==> config.mk <==
export PLATFORM = sky130hd
export DESIGN_NAME = clkout_gater
export DESIGN_NICKNAME = d
export VERILOG_FILES = /design/src/rtl/clkg_pkg.sv /design/src/rtl/clkg_sync.sv /design/src/rtl/clkg_qualify.sv /design/src/rtl/clkg_gate_cell.sv /design/src/rtl/clkout_gater.sv
export SDC_FILE = /design/constraint.sdc
export NUM_CORES = 1
export LEC_CHECK = 0
export BUFFER_PORTS_ARGS = -buffer_cell sky130_fd_sc_hd__buf_2
export CAP_MARGIN = 20
export CORE_AREA = 4 4 44 46
export CTS_CLUSTER_DIAMETER = 100
export DETAILED_ROUTE_END_ITERATION = 10
export DIE_AREA = 0 0 48 50
export HOLD_SLACK_MARGIN = 0.12
export MAX_ROUTING_LAYER = met4
export PLACE_DENSITY_LB_ADDON = 0.3
export SLEW_MARGIN = 20
export SYNTH_ARGS = -nofsm -noshare
export SYNTH_HDL_FRONTEND = slang
export SYNTH_SLANG_ARGS = --single-unit
==> constraint.sdc <==
create_clock -name clk -period 1 [get_ports clk]
set_input_delay 0.05 -clock clk [delete_from_list [all_inputs] [get_ports clk]]
set_output_delay 0.05 -clock clk [all_outputs]
set_load 0.05 [all_outputs]
==> src/rtl/clkg_pkg.sv <==
package clkg_pkg;
  typedef enum logic {
    GATE_SHUT = 1'b0,
    GATE_OPEN = 1'b1
  } gate_state_e;
endpackage

==> src/rtl/clkg_sync.sv <==
module clkg_sync #(
  parameter int STAGES  = 2,
  parameter bit RST_VAL = 1'b1
) (
  input  logic clk,
  input  logic rst_n,
  input  logic async_in,
  output logic sync_out
);
  localparam int LAST = STAGES - 1;

  logic [LAST:0] chain_q;
  logic [LAST:0] chain_d;

  generate
    if (STAGES == 1) begin : g_single
      always_comb chain_d = async_in;
    end else begin : g_multi
      always_comb chain_d = {chain_q[LAST-1:0], async_in};
    end
  endgenerate

  always_ff @(posedge clk or negedge rst_n) begin
    if (!rst_n) chain_q <= {STAGES{RST_VAL}};
    else        chain_q <= chain_d;
  end

  assign sync_out = chain_q[LAST];
endmodule

==> src/rtl/clkg_qualify.sv <==
module clkg_qualify #(
  parameter int SAMPLES = 2
) (
  input  logic clk,
  input  logic rst_n,
  input  logic req_sync_n,
  output logic pd_mode
);
  localparam int CW = $clog2(SAMPLES + 1);
  localparam logic [CW-1:0] FULL = CW'(SAMPLES);

  logic [CW-1:0] cnt_q;
  logic [CW-1:0] cnt_d;
  logic          cnt_en;

  always_comb begin
    cnt_en = 1'b1;
    cnt_d  = cnt_q;
    if (req_sync_n)          cnt_d = '0;
    else if (cnt_q != FULL)  cnt_d = cnt_q + 1'b1;
    else                     cnt_en = 1'b0;
  end

  always_ff @(posedge clk or negedge rst_n) begin
    if (!rst_n)      cnt_q <= '0;
    else if (cnt_en) cnt_q <= cnt_d;
  end

  assign pd_mode = (cnt_q == FULL);

  AST_PD_NEEDS_TWO_LOW: assert property (@(posedge clk) disable iff (!rst_n)
    $rose(pd_mode) |-> ($past(!req_sync_n) && $past(!req_sync_n, 2)));
  AST_PD_RELEASES: assert property (@(posedge clk) disable iff (!rst_n)
    req_sync_n |=> !pd_mode);
endmodule

==> src/rtl/clkg_gate_cell.sv <==
module clkg_gate_cell
  import clkg_pkg::*;
(
  input  logic clk,
  input  logic rst_n,
  input  logic src_i,
  input  logic en_i,
  input  logic pd_mode,
  output logic gate_open_o,
  output logic gclk_o
);
  gate_state_e gate_q;
  gate_state_e gate_d;
  logic        want_open;
  logic        load;

  always_comb begin
    want_open = en_i & ~pd_mode;
    load      = ~src_i;
    gate_d    = want_open ? GATE_OPEN : GATE_SHUT;
  end

  always_ff @(posedge clk or negedge rst_n) begin
    if (!rst_n)    gate_q <= GATE_SHUT;
    else if (load) gate_q <= gate_d;
  end

  assign gate_open_o = (gate_q == GATE_OPEN);
  assign gclk_o      = src_i & gate_open_o;

  AST_NO_RUNT_RISE: assert property (@(posedge clk) disable iff (!rst_n)
    $rose(gclk_o) |-> $rose(src_i));
  AST_NO_RUNT_FALL: assert property (@(posedge clk) disable iff (!rst_n)
    $fell(gclk_o) |-> $fell(src_i));
  AST_PD_PARKS: assert property (@(posedge clk) disable iff (!rst_n)
    (pd_mode && !src_i) |=> !gclk_o);
  AST_DISABLE_PARKS: assert property (@(posedge clk) disable iff (!rst_n)
    (!en_i && !src_i) |=> !gclk_o);
  AST_HIGH_HOLDS: assert property (@(posedge clk) disable iff (!rst_n)
    $past(src_i) |-> $stable(gate_q));
endmodule

==> src/rtl/clkout_gater.sv <==
module clkout_gater #(
  parameter int N_OUT        = 8,
  parameter int SYNC_STAGES  = 2,
  parameter int QUAL_SAMPLES = 2
) (
  input  logic             clk,
  input  logic             rst_n,
  input  logic             pwr_req_n,
  input  logic [N_OUT-1:0] src_clk,
  input  logic [N_OUT-1:0] clk_en,
  output logic [N_OUT-1:0] gated_clk,
  output logic             pd_active
);
  logic             req_sync_n;
  logic             pd_mode;
  logic [N_OUT-1:0] gate_open;

  clkg_sync #(
    .STAGES (SYNC_STAGES),
    .RST_VAL(1'b1)
  ) u_sync (
    .clk     (clk),
    .rst_n   (rst_n),
    .async_in(pwr_req_n),
    .sync_out(req_sync_n)
  );

  clkg_qualify #(
    .SAMPLES(QUAL_SAMPLES)
  ) u_qual (
    .clk       (clk),
    .rst_n     (rst_n),
    .req_sync_n(req_sync_n),
    .pd_mode   (pd_mode)
  );

  generate
    for (genvar gi = 0; gi < N_OUT; gi++) begin : g_cell
      clkg_gate_cell u_cell (
        .clk        (clk),
        .rst_n      (rst_n),
        .src_i      (src_clk[gi]),
        .en_i       (clk_en[gi]),
        .pd_mode    (pd_mode),
        .gate_open_o(gate_open[gi]),
        .gclk_o     (gated_clk[gi])
      );
    end
  endgenerate

  assign pd_active = pd_mode & ~(|gate_open);

  AST_STATUS_MEANS_LOW: assert property (@(posedge clk) disable iff (!rst_n)
    pd_active |-> (gated_clk == '0));
  AST_RESET_LOW: assert property (@(posedge clk)
    !rst_n |-> (gated_clk == '0 && !pd_active));
endmodule

==> reports/metrics.cfg <==
[routing]
drt_wl_total_um=1560
wl_per_cell_um=13.1
ant_nets=0
via_per_inst=4.56
drt_iter0_drc=3
dr_total_vias=543
drc=0
dr.pass1.iters=4

[cells_and_area]
post-route-util=0.729
seq_area_um2=303
fin_cells=119
multi_input_area_um2=282
fin_nets=124
n_antenna_cell=0
stdcell_area_um2=1100
fillers=101
drive_above_1_share=0.592
area_growth_pct=88.8

[critical_path]
crit_type=flop to output port
rr_startpoint=u_qual.cnt_q[0]
crit_arrival_ps=1340
ff2ff_path_depth=4
startpoint_type=flop
reg2reg_slack_ps=-50
r2r-end=u_qual.cnt_q[1]
path_max_fanout=2
critPathRequiredTime_ps=950
endpoint_kind=output port

[synth]
synthTopCellsByArea=dfrtp_1, a21o_1, buf_4
syn_avg_cell_area_um2=10.4
synthArstFlopShare=1.00
synth_top_area_share=0.430
ys.flop_type=dfrtp_1
synth_edf_count=0
yosysTopAreaCell=dfrtp_1
synth_commonest_cells=nor2_1, dfrtp_1, a21o_1, buf_4, and2_1
syn_inst=56
post-synth-top-count-cell=nor2_1
netlist-cell-type-count=16
syn_nets=76
seq_area_frac_synth=0.520
syn-cell-area_um2=582
yosysWarnings=0
yosys_register_bits=12

[worst_hold_path]
min_to=g_cell[0].u_cell.gate_open_o
hold_depth=3
hp-start=src_clk[0]
hold_class=primary input to flop

[timing]
rsz0062_at_grt=true
drv_slew=0
maxSlewHeadroom=0.812
finalSetupViolCount=15
report.final.hold_viol_count=0
max_slew.worst_pin.slew_ps=282
fmax_mhz=719
tns_ps=-1010
hold_ws_ps=119
period_share=1.39
min_period_ps=1390
fin_skew_ps=7.44
layout_setup_ws_ps=-391

[placed_design]
post-dp-hpwl_um=936
place_inst=93
port-buffer-count=27
place.gp.congestion=0.721
dpl-instance-area_um2=703

[clocking]
clk_latency_ps=270
cts_root_buf=clkbuf_4
cts_inserted_buffers=3
cts_buffer_depth=2
htree_levels=1
path_clk_slew_ps=80
numClockSinks=12
cts_tree=done

[die]
core_um2=1510
die_y_um=50
ioPinCount=28
fp-row-count=14
die_area_um2=2400
initial_utilization=0.386
dieWidth_um=48

[pwr]
ir_drop_mv=1.44
powerDensity_nw_per_um2=1780
power_leakage_nw=0.565

[outcome]
violations=negative setup slack
status=finished with violations

[grt]
grt_overflow=0
grt_pass1_wl_um=2460
grt_pass1_vias=562
grt_max_degree=13
antenna_found_initial=0
track_usage=0.146

[flow_run]
cap_violations=0

==> per-layer routing <==
layer / track usage / vias to the layer above / part of all wire
met5: - / - / 0
met4: 0.0135 / 0 / 0.011
met3: 0.0327 / 2 / 0.046
met2: 0.262 / 15 / 0.57
met1: 0.164 / 258 / 0.38
li1: - / 268 / -
==> critical path: stages, from the launching register on <==
cell,delay (ps)
dfrtp_1,390
nor4_2,290
and4_4,260
buf_8,140
==> registers in the layout (all words and copies together), names as in the netlist <==
signal / cells
g_cell.u_cell.gate_open_o: 8
u_sync.chain_q: 2
u_qual.cnt_q: 2
==> how the worst max path moves through the flow <==
stage,startpoint,end,slack [ps],cells past startpoint
after floorplan,u_qual.cnt_q[0],pd_active,-40,4
after global placement,g_cell[3].u_cell.gate_open_o,pd_active,-250,3
after detailed placement,g_cell[3].u_cell.gate_open_o,pd_active,-260,3
after CTS,g_cell[3].u_cell.gate_open_o,pd_active,-420,3
after global routing,g_cell[3].u_cell.gate_open_o,pd_active,-440,3
final,g_cell[3].u_cell.gate_open_o,pd_active,-390,3
==> through the flow <==
| stage | total power [mW] | setup WS [ps] |
|---|---|---|
| 6_report | 1.95 | -391 |
| 5_1_grt | 2.07 | -437 |
| 2_1_floorplan | 1.12 | -38.9 |
| 4_1_cts | 1.88 | -423 |
| 3_3_place_gp | 1.23 | -253 |
| 3_5_place_dp | 1.26 | -264 |
==> final cells by class <==
cell class | count | share of cell area
multi-input combinational | 34 | 0.256
clock buffer | 4 | 0.0330
tap | 16 | 0.0182
timing repair buffer | 52 | 0.413
sequential | 12 | 0.276
inverter | 1 | 0.00342
==> report_power, final <==
part	total (mW)	switching [mW]	internal (mW)	leakage (nW)
clock network	0.381	0.160	0.221	0.0210
registers	0.660	0.0700	0.590	0.146
logic	0.911	0.428	0.483	0.399
total	1.95	0.659	1.29	0.565
==> cells by family after synthesis <==
logic type | after synthesis | synth area share
compound gates | 9 | 0.112
fa+ha+maj | 1 | 0.0215
xor+xnor | 1 | 0.0151
simple gates | 23 | 0.202
buf+inv | 10 | 0.129
flops | 12 | 0.520
==> cell usage in the layout, fill, tap and decap left out, types with 2 or more instances in the layout <==
cell	instances
nor2_1	3
and2_4	7
dfstp_2	2
buf_6	5
a21o_1	8
buf_2	18
dfrtp_1	10
nor2_4	3
buf_8	6
nor2_2	5
buf_4	5
clkbuf_4	3
dlygate4sd3_1	18
==> timing repair <==
item | CTS | global route
hold buffers | 18 | 2
pin swaps | 6 | 18
setup buffers | 2 | 2
resized for setup | 33 | 13
setup endpoints to repair | 19 | 19
endpoints found under the hold margin | 21 | 3
Power figures use the tool's default switching activity.
